## config.mk

```make
export PLATFORM = sky130hd
export DESIGN_NAME = bg_tile_fetcher
export DESIGN_NICKNAME = d
export VERILOG_FILES = /design/src/rtl/bgf_pkg.sv /design/src/rtl/bgf_slot_decode.sv /design/src/rtl/bgf_scroll_reg.sv /design/src/rtl/bgf_fetch_path.sv /design/src/rtl/bg_tile_fetcher.sv
export SDC_FILE = /design/constraint.sdc
export NUM_CORES = 1
export LEC_CHECK = 0
export BUFFER_PORTS_ARGS = -buffer_cell sky130_fd_sc_hd__buf_4
export CAP_MARGIN = 20
export CORE_MARGIN = 2
export CORE_UTILIZATION = 45
export DETAILED_ROUTE_END_ITERATION = 8
export GPL_ROUTABILITY_DRIVEN = 0
export PLACE_DENSITY = 0.72
export SETUP_SLACK_MARGIN = 0.05
export SYNTH_ARGS = -nofsm -noshare
export SYNTH_HDL_FRONTEND = slang
export SYNTH_SLANG_ARGS = --single-unit
```

## constraint.sdc

```tcl
create_clock -name clk -period 3 [get_ports clk]
set_input_delay 0.6 -clock clk [delete_from_list [all_inputs] [get_ports clk]]
set_output_delay 0.6 -clock clk [all_outputs]
set_load 0.02 [all_outputs]
```

## src/rtl/bgf_pkg.sv

```systemverilog
package bgf_pkg;

   typedef enum logic [2:0] {
      SL_NT_A = 3'd0,
      SL_NT_R = 3'd1,
      SL_AT_A = 3'd2,
      SL_AT_R = 3'd3,
      SL_LO_A = 3'd4,
      SL_LO_R = 3'd5,
      SL_HI_A = 3'd6,
      SL_HI_R = 3'd7
   } slot_e;

   typedef struct packed {
      logic [2:0] fine_y;
      logic       nt_v;
      logic       nt_h;
      logic [4:0] coarse_y;
      logic [4:0] coarse_x;
   } scroll_t;

   typedef struct packed {
      logic nt_addr;
      logic at_addr;
      logic lo_addr;
      logic hi_addr;
      logic nt_cap;
      logic at_cap;
      logic lo_cap;
      logic hi_cap;
      logic inc_x;
      logic inc_y;
      logic copy_h;
      logic copy_v;
   } ctl_t;

   localparam logic [14:0] H_MASK = 15'h041F;
   localparam logic [14:0] V_MASK = 15'h7BE0;

endpackage

```

## src/rtl/bgf_slot_decode.sv

```systemverilog
module bgf_slot_decode
   import bgf_pkg::*;
#(
   parameter int DOT_W     = 9,
   parameter int LINE_W    = 9,
   parameter int VIS_LINES = 240,
   parameter int PRE_LINE  = 261,
   parameter int TAIL_NT   = 2
) (
   input  logic              clk,
   input  logic              rst,
   input  logic [DOT_W-1:0]  dot,
   input  logic [LINE_W-1:0] line,
   input  logic              render_en,
   output logic              active,
   output ctl_t              ctl
);

   localparam int MAIN_END = 256;
   localparam int PREF_BEG = 320;
   localparam int TAIL_BEG = 336;
   localparam int TAIL_END = 340;
   localparam int YSTEP_DOT = MAIN_END - 1;
   localparam int VCOPY_BEG = 279;
   localparam int VCOPY_END = 303;

   slot_e slot;
   logic  in_main, in_ntat, in_pref, in_tail, full, nt_zone;
   logic  tail_a, tail_r;

   assign slot    = slot_e'(dot[2:0]);
   assign active  = render_en && ((int'(line) < VIS_LINES) || (int'(line) == PRE_LINE));
   assign in_main = int'(dot) < MAIN_END;
   assign in_ntat = (int'(dot) >= MAIN_END) && (int'(dot) < PREF_BEG);
   assign in_pref = (int'(dot) >= PREF_BEG) && (int'(dot) < TAIL_BEG);
   assign in_tail = (int'(dot) >= TAIL_BEG) && (int'(dot) < TAIL_END);
   assign full    = in_main || in_pref;
   assign nt_zone = full || in_ntat;

   generate
      if (TAIL_NT == 2) begin : g_tail_two
         assign tail_a = in_tail && ((slot == SL_NT_A) || (slot == SL_AT_A));
         assign tail_r = in_tail && ((slot == SL_NT_R) || (slot == SL_AT_R));
      end else begin : g_tail_one
         assign tail_a = in_tail && (slot == SL_NT_A);
         assign tail_r = in_tail && (slot == SL_NT_R);
      end
   endgenerate

   always_comb begin
      ctl         = '0;
      ctl.nt_addr = active && ((nt_zone && slot == SL_NT_A) || tail_a);
      ctl.nt_cap  = active && ((nt_zone && slot == SL_NT_R) || tail_r);
      ctl.at_addr = active && nt_zone && slot == SL_AT_A;
      ctl.at_cap  = active && nt_zone && slot == SL_AT_R;
      ctl.lo_addr = active && full && slot == SL_LO_A;
      ctl.lo_cap  = active && full && slot == SL_LO_R;
      ctl.hi_addr = active && full && slot == SL_HI_A;
      ctl.hi_cap  = active && full && slot == SL_HI_R;
      ctl.inc_y   = active && int'(dot) == YSTEP_DOT;
      ctl.inc_x   = active && full && slot == SL_HI_R && int'(dot) != YSTEP_DOT;
      ctl.copy_h  = active && int'(dot) == MAIN_END;
      ctl.copy_v  = active && int'(line) == PRE_LINE &&
                    int'(dot) >= VCOPY_BEG && int'(dot) <= VCOPY_END;
   end


   addr_onehot_chk: assert property (@(posedge clk) disable iff (rst)
      $onehot0({ctl.nt_addr, ctl.at_addr, ctl.lo_addr, ctl.hi_addr}));


   no_plane_mid_chk: assert property (@(posedge clk) disable iff (rst)
      (in_ntat || in_tail) |-> !(ctl.lo_addr || ctl.hi_addr));

endmodule

```

## src/rtl/bgf_scroll_reg.sv

```systemverilog
module bgf_scroll_reg
   import bgf_pkg::*;
#(
   parameter int SCR_W = 15
) (
   input  logic             clk,
   input  logic             rst,
   input  logic             inc_x,
   input  logic             inc_y,
   input  logic             copy_h,
   input  logic             copy_v,
   input  logic [SCR_W-1:0] tmp_q,
   output logic [SCR_W-1:0] scroll_q
);

   scroll_t cur, nxt_x, nxt_y;

   assign cur = scroll_t'(scroll_q);

   always_comb begin
      nxt_x = cur;
      if (cur.coarse_x == 5'd31) begin
         nxt_x.coarse_x = 5'd0;
         nxt_x.nt_h     = ~cur.nt_h;
      end else begin
         nxt_x.coarse_x = cur.coarse_x + 5'd1;
      end
   end

   always_comb begin
      nxt_y = cur;
      if (cur.fine_y != 3'd7) begin
         nxt_y.fine_y = cur.fine_y + 3'd1;
      end else begin
         nxt_y.fine_y = 3'd0;
         if (cur.coarse_y == 5'd29) begin
            nxt_y.coarse_y = 5'd0;
            nxt_y.nt_v     = ~cur.nt_v;
         end else if (cur.coarse_y == 5'd31) begin
            nxt_y.coarse_y = 5'd0;
         end else begin
            nxt_y.coarse_y = cur.coarse_y + 5'd1;
         end
      end
   end

   always_ff @(posedge clk) begin
      if (rst) begin
         scroll_q <= '0;
      end else if (inc_y) begin
         scroll_q <= SCR_W'(nxt_y);
      end else if (inc_x) begin
         scroll_q <= SCR_W'(nxt_x);
      end else if (copy_h) begin
         scroll_q <= (scroll_q & ~H_MASK) | (tmp_q & H_MASK);
      end else if (copy_v) begin
         scroll_q <= (scroll_q & ~V_MASK) | (tmp_q & V_MASK);
      end
   end


   quiet_hold_chk: assert property (@(posedge clk) disable iff (rst)
      !(inc_x || inc_y || copy_h || copy_v) |=> $stable(scroll_q));


   x_step_chk: assert property (@(posedge clk) disable iff (rst)
      (inc_x && scroll_q[4:0] != 5'd31) |=>
         (scroll_q[4:0] == $past(scroll_q[4:0]) + 5'd1) && $stable(scroll_q[14:5]));


   x_wrap_chk: assert property (@(posedge clk) disable iff (rst)
      (inc_x && scroll_q[4:0] == 5'd31) |=>
         (scroll_q[4:0] == 5'd0) && (scroll_q[10] != $past(scroll_q[10])));


   y_fine_chk: assert property (@(posedge clk) disable iff (rst)
      (inc_y && scroll_q[14:12] != 3'd7) |=>
         (scroll_q[14:12] == $past(scroll_q[14:12]) + 3'd1) && $stable(scroll_q[11:0]));


   copy_h_chk: assert property (@(posedge clk) disable iff (rst)
      (copy_h && !inc_x && !inc_y) |=> ((scroll_q & H_MASK) == ($past(tmp_q) & H_MASK)));

endmodule

```

## src/rtl/bgf_fetch_path.sv

```systemverilog
module bgf_fetch_path
   import bgf_pkg::*;
#(
   parameter int ADDR_W = 14,
   parameter int DATA_W = 8,
   parameter int SCR_W  = 15
) (
   input  logic              clk,
   input  logic              rst,
   input  ctl_t              ctl,
   input  logic [SCR_W-1:0]  scroll_q,
   input  logic              pat_base_sel,
   input  logic [DATA_W-1:0] vram_rdata,
   output logic [ADDR_W-1:0] vram_addr,
   output logic              vram_rd,
   output logic [DATA_W-1:0] tile_num,
   output logic [1:0]        tile_attr,
   output logic [DATA_W-1:0] tile_lo,
   output logic [DATA_W-1:0] tile_hi,
   output logic              tile_valid
);

   localparam int BASE_W = 14;

   scroll_t           sc;
   logic [BASE_W-1:0] addr14;
   logic [DATA_W-1:0] nt_lat, lo_lat;
   logic [1:0]        at_lat;
   logic [2:0]        at_shift;
   logic [DATA_W-1:0] at_shifted;

   assign sc = scroll_t'(scroll_q);

   always_comb begin
      addr14 = '0;
      if (ctl.nt_addr) begin
         addr14 = {2'b10, scroll_q[11:0]};
      end else if (ctl.at_addr) begin
         addr14 = {2'b10, sc.nt_v, sc.nt_h, 4'b1111, sc.coarse_y[4:2], sc.coarse_x[4:2]};
      end else if (ctl.lo_addr || ctl.hi_addr) begin
         addr14 = {1'b0, pat_base_sel, nt_lat[7:0], ctl.hi_addr, sc.fine_y};
      end
   end

   generate
      if (ADDR_W == BASE_W) begin : g_addr_exact
         assign vram_addr = addr14;
      end else begin : g_addr_pad
         assign vram_addr = {{(ADDR_W-BASE_W){1'b0}}, addr14};
      end
   endgenerate

   assign vram_rd    = ctl.nt_addr || ctl.at_addr || ctl.lo_addr || ctl.hi_addr;
   assign at_shift   = {sc.coarse_y[1], sc.coarse_x[1], 1'b0};
   assign at_shifted = vram_rdata >> at_shift;

   always_ff @(posedge clk) begin
      if (rst) begin
         nt_lat     <= '0;
         at_lat     <= '0;
         lo_lat     <= '0;
         tile_num   <= '0;
         tile_attr  <= '0;
         tile_lo    <= '0;
         tile_hi    <= '0;
         tile_valid <= 1'b0;
      end else begin
         if (ctl.nt_cap) nt_lat <= vram_rdata;
         if (ctl.at_cap) at_lat <= at_shifted[1:0];
         if (ctl.lo_cap) lo_lat <= vram_rdata;
         tile_valid <= ctl.hi_cap;
         if (ctl.hi_cap) begin
            tile_num  <= nt_lat;
            tile_attr <= at_lat;
            tile_lo   <= lo_lat;
            tile_hi   <= vram_rdata;
         end
      end
   end


   valid_pulse_chk: assert property (@(posedge clk) disable iff (rst)
      tile_valid |=> !tile_valid);


   valid_after_read_chk: assert property (@(posedge clk) disable iff (rst)
      tile_valid |-> $past(ctl.hi_cap));


   valid_hi_byte_chk: assert property (@(posedge clk) disable iff (rst)
      ctl.hi_cap |=> (tile_hi == $past(vram_rdata)));

endmodule

```

## src/rtl/bg_tile_fetcher.sv

```systemverilog
module bg_tile_fetcher
   import bgf_pkg::*;
#(
   parameter int DOT_W     = 9,
   parameter int LINE_W    = 9,
   parameter int VIS_LINES = 240,
   parameter int PRE_LINE  = 261,
   parameter int ADDR_W    = 14,
   parameter int DATA_W    = 8,
   parameter int TAIL_NT   = 2
) (
   input  logic              clk,
   input  logic              rst,
   input  logic [DOT_W-1:0]  dot,
   input  logic [LINE_W-1:0] line,
   input  logic              render_en,
   input  logic              pat_base_sel,
   input  logic              tmp_wr_en,
   input  logic [14:0]       tmp_wr_data,
   input  logic [DATA_W-1:0] vram_rdata,
   output logic [ADDR_W-1:0] vram_addr,
   output logic              vram_rd,
   output logic [DATA_W-1:0] tile_num,
   output logic [1:0]        tile_attr,
   output logic [DATA_W-1:0] tile_lo,
   output logic [DATA_W-1:0] tile_hi,
   output logic              tile_valid,
   output logic [14:0]       scroll_q
);

   localparam int SCR_W = $bits(scroll_t);

   generate
      if (DOT_W < 9) begin : g_bad_dot
         $error("DOT_W must hold dot 340");
      end
      if ((1 << LINE_W) <= PRE_LINE) begin : g_bad_line
         $error("LINE_W too narrow for PRE_LINE");
      end
      if (VIS_LINES >= PRE_LINE) begin : g_bad_vis
         $error("VIS_LINES must precede PRE_LINE");
      end
      if (ADDR_W < 14) begin : g_bad_addr
         $error("ADDR_W must be at least 14");
      end
      if (DATA_W != 8) begin : g_bad_data
         $error("DATA_W must be 8");
      end
      if (TAIL_NT != 1 && TAIL_NT != 2) begin : g_bad_tail
         $error("TAIL_NT must be 1 or 2");
      end
   endgenerate

   ctl_t             ctl;
   logic             active;
   logic [SCR_W-1:0] tmp_q;

   always_ff @(posedge clk) begin
      if (rst) begin
         tmp_q <= '0;
      end else if (tmp_wr_en) begin
         tmp_q <= tmp_wr_data;
      end
   end

   bgf_slot_decode #(
      .DOT_W     (DOT_W),
      .LINE_W    (LINE_W),
      .VIS_LINES (VIS_LINES),
      .PRE_LINE  (PRE_LINE),
      .TAIL_NT   (TAIL_NT)
   ) u_decode (
      .clk       (clk),
      .rst       (rst),
      .dot       (dot),
      .line      (line),
      .render_en (render_en),
      .active    (active),
      .ctl       (ctl)
   );

   bgf_scroll_reg #(
      .SCR_W (SCR_W)
   ) u_scroll (
      .clk      (clk),
      .rst      (rst),
      .inc_x    (ctl.inc_x),
      .inc_y    (ctl.inc_y),
      .copy_h   (ctl.copy_h),
      .copy_v   (ctl.copy_v),
      .tmp_q    (tmp_q),
      .scroll_q (scroll_q)
   );

   bgf_fetch_path #(
      .ADDR_W (ADDR_W),
      .DATA_W (DATA_W),
      .SCR_W  (SCR_W)
   ) u_fetch (
      .clk          (clk),
      .rst          (rst),
      .ctl          (ctl),
      .scroll_q     (scroll_q),
      .pat_base_sel (pat_base_sel),
      .vram_rdata   (vram_rdata),
      .vram_addr    (vram_addr),
      .vram_rd      (vram_rd),
      .tile_num     (tile_num),
      .tile_attr    (tile_attr),
      .tile_lo      (tile_lo),
      .tile_hi      (tile_hi),
      .tile_valid   (tile_valid)
   );


   idle_bus_chk: assert property (@(posedge clk) disable iff (rst)
      !active |-> !vram_rd);


   idle_valid_chk: assert property (@(posedge clk) disable iff (rst)
      (!active && !$past(active)) |-> !tile_valid);

endmodule

```

==> qor.yml, run 1 <==
power:
  ir_drop_uv: 323.5
  switching_share_pct: 27.67
  power_leakage_nw: 2.060
  switchingPower_mw: 0.5401
  p_int_mw: 1.412
  power_density_nw_per_um2: 419.1
  comb_power_share_pct: 9.1
  p_clk_share_pct: 38.7
  seq_power_share_pct: 52.3
sta:
  finalSetupViolCount: 0
  rsz0062_at_grt: "yes"
  hold_viol_final: 0
  slew_violations: 0
  maxSlewHeadroom_pct: 49.61
  setup_tns_ps: 0
  worst_pin_slew_ps: 755.8
  post-route-period-util_pct: 96.50
  skew_ps: 9.576
  fin_crit_ps: 2895
  clock.fmax_ghz: 0.3454
critical_path:
  cp.required_ps: 2400
  cp_max_fo: 8
  worst_setup_path_end_kind: "primary output"
  regToRegStartpoint: "u_scroll.scroll_q[1]$_SDFFE_PP0P_"
  path_class: "in -> out"
  critPathArrivalTime_ps: 2300
  start_kind: "input pin"
  crit_start: "dot[4]"
logic_synthesis:
  async_flop_share_pct: 0
  ys_seq_area_share_pct: 41.97
  synth_area_um2: 3577
  synth_nets: 446
  syn-instance-count: 393
  ys_ff_latch: 75
  yosysWarningCount: 0
  synth-edff-count: 0
  synth_ff_type: "dfxtp_1"
  syn_avg_cell_area_um2: 9.102
  synth.distinct_cells: 59
floorplanning:
  die_height_um: 93.16
  initial_utilization_pct: 46.29
  core_region_area_um2: 7727
  rows: 32
  die_area_um2: 8679
  ioPinCount: 103
  die_x_um: 93.16
cells_and_area:
  layout-drive-gt1-share_pct: 30.52
  antennaDiodeCount: 0
  synthToLayoutAreaGrowth_pct: 30.19
  fin_util_pct: 60.27
  layout.nets: 546
global_route:
  overflow: 0
  grt_usage_pct: 22.67
  grt_pass1_wl_um: 15560
  antenna_found_initial: 0
  grt_pass1_vias: 3135
  grt_max_degree: 76
place:
  hpwl_um: 6953
  port_buffers: 102
drt:
  drcViolationCount: 0
  drt_iter0_markers: 175
  drt_pass1_iterations: 6
  wl_per_cell_um: 15.87
  vias: 3278
  wl_um: 9520
  routed_via_density: 5.463
  antenna_left: 0
clocking:
  post-cts-setup-buffers: 0
  clock_latency_ps: 360
  cts_buffer_depth: 2
  cts-htree-levels: 3
  cts_tree: "built"
  cts.reportedPaths.clkPinSlew_ps: 90
  cts_root_buffer: "clkbuf_8"
  cts_buffers: 9
  clock-sinks: 75
flow_run:
  maxCapViolCount: 0
run_status:
  status: "finished clean"
min_path:
  min_from: "u_fetch.lo_lat[4]$_SDFFE_PP0P_"
  hp-class: "reg -> reg"
layout make-up:
class | count | area, µm²
clock buffer | 9 | 123.9
clock inverter | 7 | 65.06
fill | 713 | 3070
inverter | 12 | 45.04
multi-input combinational | 282 | 1942
sequential | 75 | 1501
tap | 102 | 127.6
timing repair buffer | 113 | 852.1
synthesized netlist by cell type (3+ instances only):
cell	instances	area share, %
clkbuf_1	13	1.4
mux2i_1	36	10
a31oi_1	3	0.52
inv_1	11	1.2
o21ai_0	3	0.42
nor2_1	41	4.3
nand3_1	3	0.42
a21oi_1	34	4.8
nor3_1	8	1.1
or3_1	3	0.52
nand4_1	3	0.52
a222oi_1	6	1.7
a211oi_1	6	1.3
nand2_1	61	6.4
nor4_1	6	1.0
buf_2	6	0.84
dfxtp_1	75	42
nor2b_1	4	0.70
and3_1	7	1.2
a221o_1	4	1.1
ha_1	7	2.4
mux2_2	4	1.3
logic make-up (layout without fill, tap and decap cells):
logic type      after synthesis  in the layout  share of synthesized area [%]
simple gates                160            160                          23.85
flops                        75             75                          41.97
compound gates               70             70                          13.82
mux                          42             42                          12.59
buf+inv                      36            141                          4.582
fa+ha+maj                     7              7                          2.448
xor+xnor                      3              3                         0.7347
through the flow:
step	hold slack (ps)	total power, mW	cells	setup WS (ps)	area, µm²
after floorplan	431.2	1.136	393	198.0	3590
after global placement	442.3	1.212	584	161.9	4447
after detailed placement	445.8	1.216	584	120.9	4447
after CTS	460.0	1.964	600	108.8	4636
after global routing	475.3	2.028	600	38.52	4657
final	457.8	1.952	600	104.9	4657
worst max-delay path, stage by stage:
cell and delay (ps):
buf_4 150, o21a_1 190, o21ai_1 270, nand2_1 210, a2111oi_4 520, a22o_1 210, buf_4 140
sequential cells by signal, summed over array words and instances, names as in the netlist:
name and cells:
tmp_q 15, u_fetch.at_lat 2, u_fetch.lo_lat 8, u_fetch.nt_lat 8, u_fetch.tile_attr 2, u_fetch.tile_hi 8
u_fetch.tile_lo 8, u_fetch.tile_num 8, u_fetch.tile_valid 1, u_scroll.scroll_q 15
cells in the final DEF, fill, tap and decap left out, types with 2 or more instances in the layout:
cell type	count
a221o_1	4
a222oi_1	6
inv_8	2
nand3_1	3
nor3_1	8
and3_1	7
xnor2_1	2
o21ai_0	3
o21bai_1	2
nor3b_1	2
a21oi_1	34
nand4_1	3
buf_4	112
inv_6	2
or3_1	3
a31oi_1	3
a22o_1	2
mux2i_1	36
nor4b_1	2
clkbuf_8	9
nor4_2	2
and2_1	2
nor4_1	6
nor2b_1	4
nor2_1	41
ha_1	7
nor4_4	2
mux4_2	2
and4_1	2
dfxtp_1	75
nand2_1	61
a211oi_1	6
mux2_2	4
nand4_2	2
clkinv_4	2
inv_1	11
power groups by stage:
stage,Combinational [mW],Clock (mW),Sequential (mW)
floorplan,0.0944,0,1.04
global placement,0.169,0,1.04
detailed placement,0.173,0,1.04
CTS,0.173,0.770,1.02
global route,0.191,0.814,1.02
finish,0.177,0.755,1.02
final timing paths:
kind / slack (ps) / cells after the start / end
worst min-delay path: 460 / 2 / u_fetch.tile_lo[4]$_SDFFE_PP0P_
worst max register to register: 1190 / 7 / u_scroll.scroll_q[10]$_SDFFE_PP0P_
worst max-delay path: 100 / 7 / vram_addr[10]
worst min register to register: 460 / 2 / u_fetch.tile_lo[4]$_SDFFE_PP0P_
routing by layer:
metal	track usage, %	wire length [µm]	vias to the layer above
met5	0	0	-
met4	7.721	169	0
met3	4.674	437	17
met2	36.41	4647	104
met1	30.43	4266	1555
li1	-	-	1602
repair_timing:
item,CTS,global route
endpoints found under the setup margin,0,13
resized for setup,0,3
hold buffers,0,0
(Power assumes the default switching activity.)
==> run 2, diff against run 1 <==
--- a/config.mk
+++ b/config.mk
@@ -12,6 +12,7 @@
 export DETAILED_ROUTE_END_ITERATION = 8
 export GPL_ROUTABILITY_DRIVEN = 0
 export PLACE_DENSITY = 0.72
+export REMOVE_ABC_BUFFERS = 1
 export SETUP_SLACK_MARGIN = 0.05
 export SYNTH_ARGS = -nofsm -noshare
 export SYNTH_HDL_FRONTEND = slang
==> qor.yml, run 2 (synthesis gave the netlist of run 1 again) <==
global_route:
  grt_max_degree: 76  # unchanged
  antenna_found_initial: 0  # unchanged
  overflow: 0  # unchanged
  grt_pass1_wl_um: 15060  # -3.2%
  grt_usage_pct: 21.52  # -1.2 points
  grt_pass1_vias: 3059  # -2.4%
clocking:
  cts-htree-levels: 3  # unchanged
  cts.reportedPaths.clkPinSlew_ps: 80  # about the same
  cts_buffer_depth: 2  # unchanged
  cts_root_buffer: "clkbuf_8"
  cts_tree: "built"
  clock-sinks: 75  # unchanged
  clock_latency_ps: 330  # -30 ps
  cts_buffers: 9  # unchanged
  ctsHoldBuffers: 0  # unchanged
power:
  power_mw: 1.949  # -0.15%
  power_leakage_nw: 2.069  # +0.45%
  ir_drop_uv: 328.1  # +1.4%
  power_density_nw_per_um2: 419.4  # about the same
critical_path:
  crit_chain: "buf_4 -> and2b_1 -> nor4b_4 -> a32oi_2 -> a2111oi_2 -> buf_4 -> a22o_1 -> buf_4"
  critPathArrivalTime_ps: 2240  # -60 ps
  path_class: "in -> out"
  max_stage_delay_ps: 400  # -120 ps
  path_buf_inv: 3  # +1
  cp.required_ps: 2400  # about the same
  cp_common_cell: "buf_4"
  worst_setup_path_end_kind: "primary output"
  cp_max_fo: 4  # -4
  path_delay_family: "compound AO/OA/AOI/OAI gates"
  worst_path_max_delay_cell: "a2111oi_2"
  start_kind: "input pin"
sta:
  maxSlewHeadroom_pct: 49.56  # -0.054 points
  slew_violations: 0  # unchanged
  rsz0062_at_grt: "no"
  hold_viol_final: 0  # unchanged
  holdWs_ps: 455.8  # -2.028 ps
  clock.fmax_ghz: 0.3516  # +1.8%
  skew_ps: 7.655  # -1.921 ps
  setup_tns_ps: 0  # unchanged
  finalSetupViolCount: 0  # unchanged
  fin_crit_ps: 2845  # -50.61 ps
  post-route-period-util_pct: 94.82  # -1.7 points
  worst_pin_slew_ps: 756.6  # +0.8137 ps
cells_and_area:
  synthToLayoutAreaGrowth_pct: 29.91
  seqCellArea_um2: 1501  # unchanged
  top_regs: "tmp_q x15, u_scroll.scroll_q x15"
  multi_input_area_um2: 1913  # -1.5%
  layout.nets: 549  # +0.55%
  final_common_cell: "buf_4"
  num-fill-cells: 701  # -1.7%
  final_cell_mix: "116 x buf_4, 75 x dfxtp_1, 61 x nand2_1"
  layout-drive-gt1-share_pct: 31.00  # +0.48 points
  antennaDiodeCount: 0  # unchanged
  design_area_um2: 4647  # -0.21%
drt:
  drcViolationCount: 0  # unchanged
  antenna_left: 0  # unchanged
  vias: 3269  # -0.27%
  wl_per_cell_um: 15.33  # -3.4%
  wl_um: 9230  # -3.0%
  routed_via_density: 5.430  # -0.61%
  drt_pass1_iterations: 5  # -1
  drt_iter0_markers: 222  # +27%
floorplanning:
  ioPinCount: 103  # unchanged
  die_height_um: 93.16  # unchanged
  rows: 32  # unchanged
  die_x_um: 93.16  # unchanged
  initial_utilization_pct: 46.29  # unchanged
  core_region_area_um2: 7727  # unchanged
  die_area_um2: 8679  # unchanged
run_status:
  status: "finished clean"
place:
  hpwl_um: 6582  # -5.3%
  post_dp_cell_area_um2: 4449  # about the same
  port_buffers: 102  # unchanged
flow_run:
  maxCapViolCount: 0  # unchanged
min_path:
  hp-class: "reg -> reg"
==> run 2: cell type report <==
class | instances | share of cell area (%)
clock buffers | 9 | 2.666
clock inverters | 6 | 1.400
inverters | 12 | 0.9693
multi-input cells | 282 | 41.17
flip-flops and latches | 75 | 32.31
well taps | 102 | 2.746
repair buffers | 116 | 18.74
==> run 2: metrics by stage <==
stage / utilization, % / setup slack, ps / cells
finish: 60.14 / 155.5 / 602
global route: 60.14 / 52.19 / 602
CTS: 60.02 / 109.2 / 601
detailed placement: 57.58 / 121.2 / 586
global placement: 57.58 / 171.7 / 586
floorplan: - / 68.46 / 369
==> run 2: what timing repair did <==
action | in CTS | in global routing
buffers inserted | 0 | 1
resized for setup | 0 | 1
setup endpoints to repair | 0 | 3
endpoints found under the hold margin | 0 | 0
==> run 2: power breakdown <==
group	total, mW	leakage [nW]	switching (mW)	internal (mW)
registers	1.02	0.607	0.0101	1.01
logic	0.173	1.37	0.0922	0.0806
clock network	0.756	0.0955	0.375	0.381
total	1.95	2.07	0.477	1.47
==> run 2: worst min-delay path, delay by kind of cell, from the launching register on <==
family | cells | cell delay (ps)
simple gates | 1 | 50
compound gates | 1 | 50
flops | 1 | 320
==> run 2: final timing paths <==
kind | start | end | slack [ps] | cells past startpoint
worst min register to register | u_fetch.lo_lat[1]$_SDFFE_PP0P_ | u_fetch.tile_lo[1]$_SDFFE_PP0P_ | 460 | 2
worst min-delay path | u_fetch.lo_lat[1]$_SDFFE_PP0P_ | u_fetch.tile_lo[1]$_SDFFE_PP0P_ | 460 | 2
worst max-delay path | dot[7] | vram_addr[10] | 160 | 8
worst max register to register | u_scroll.scroll_q[1]$_SDFFE_PP0P_ | u_scroll.scroll_q[10]$_SDFFE_PP0P_ | 1140 | 7
==> run 2: per-layer routing <==
layer	GRT usage (%)	part of all wire (%)
met1	28.84	44
met2	36.05	49
met3	2.820	6.4
met4	6.863	0.87
met5	0	0
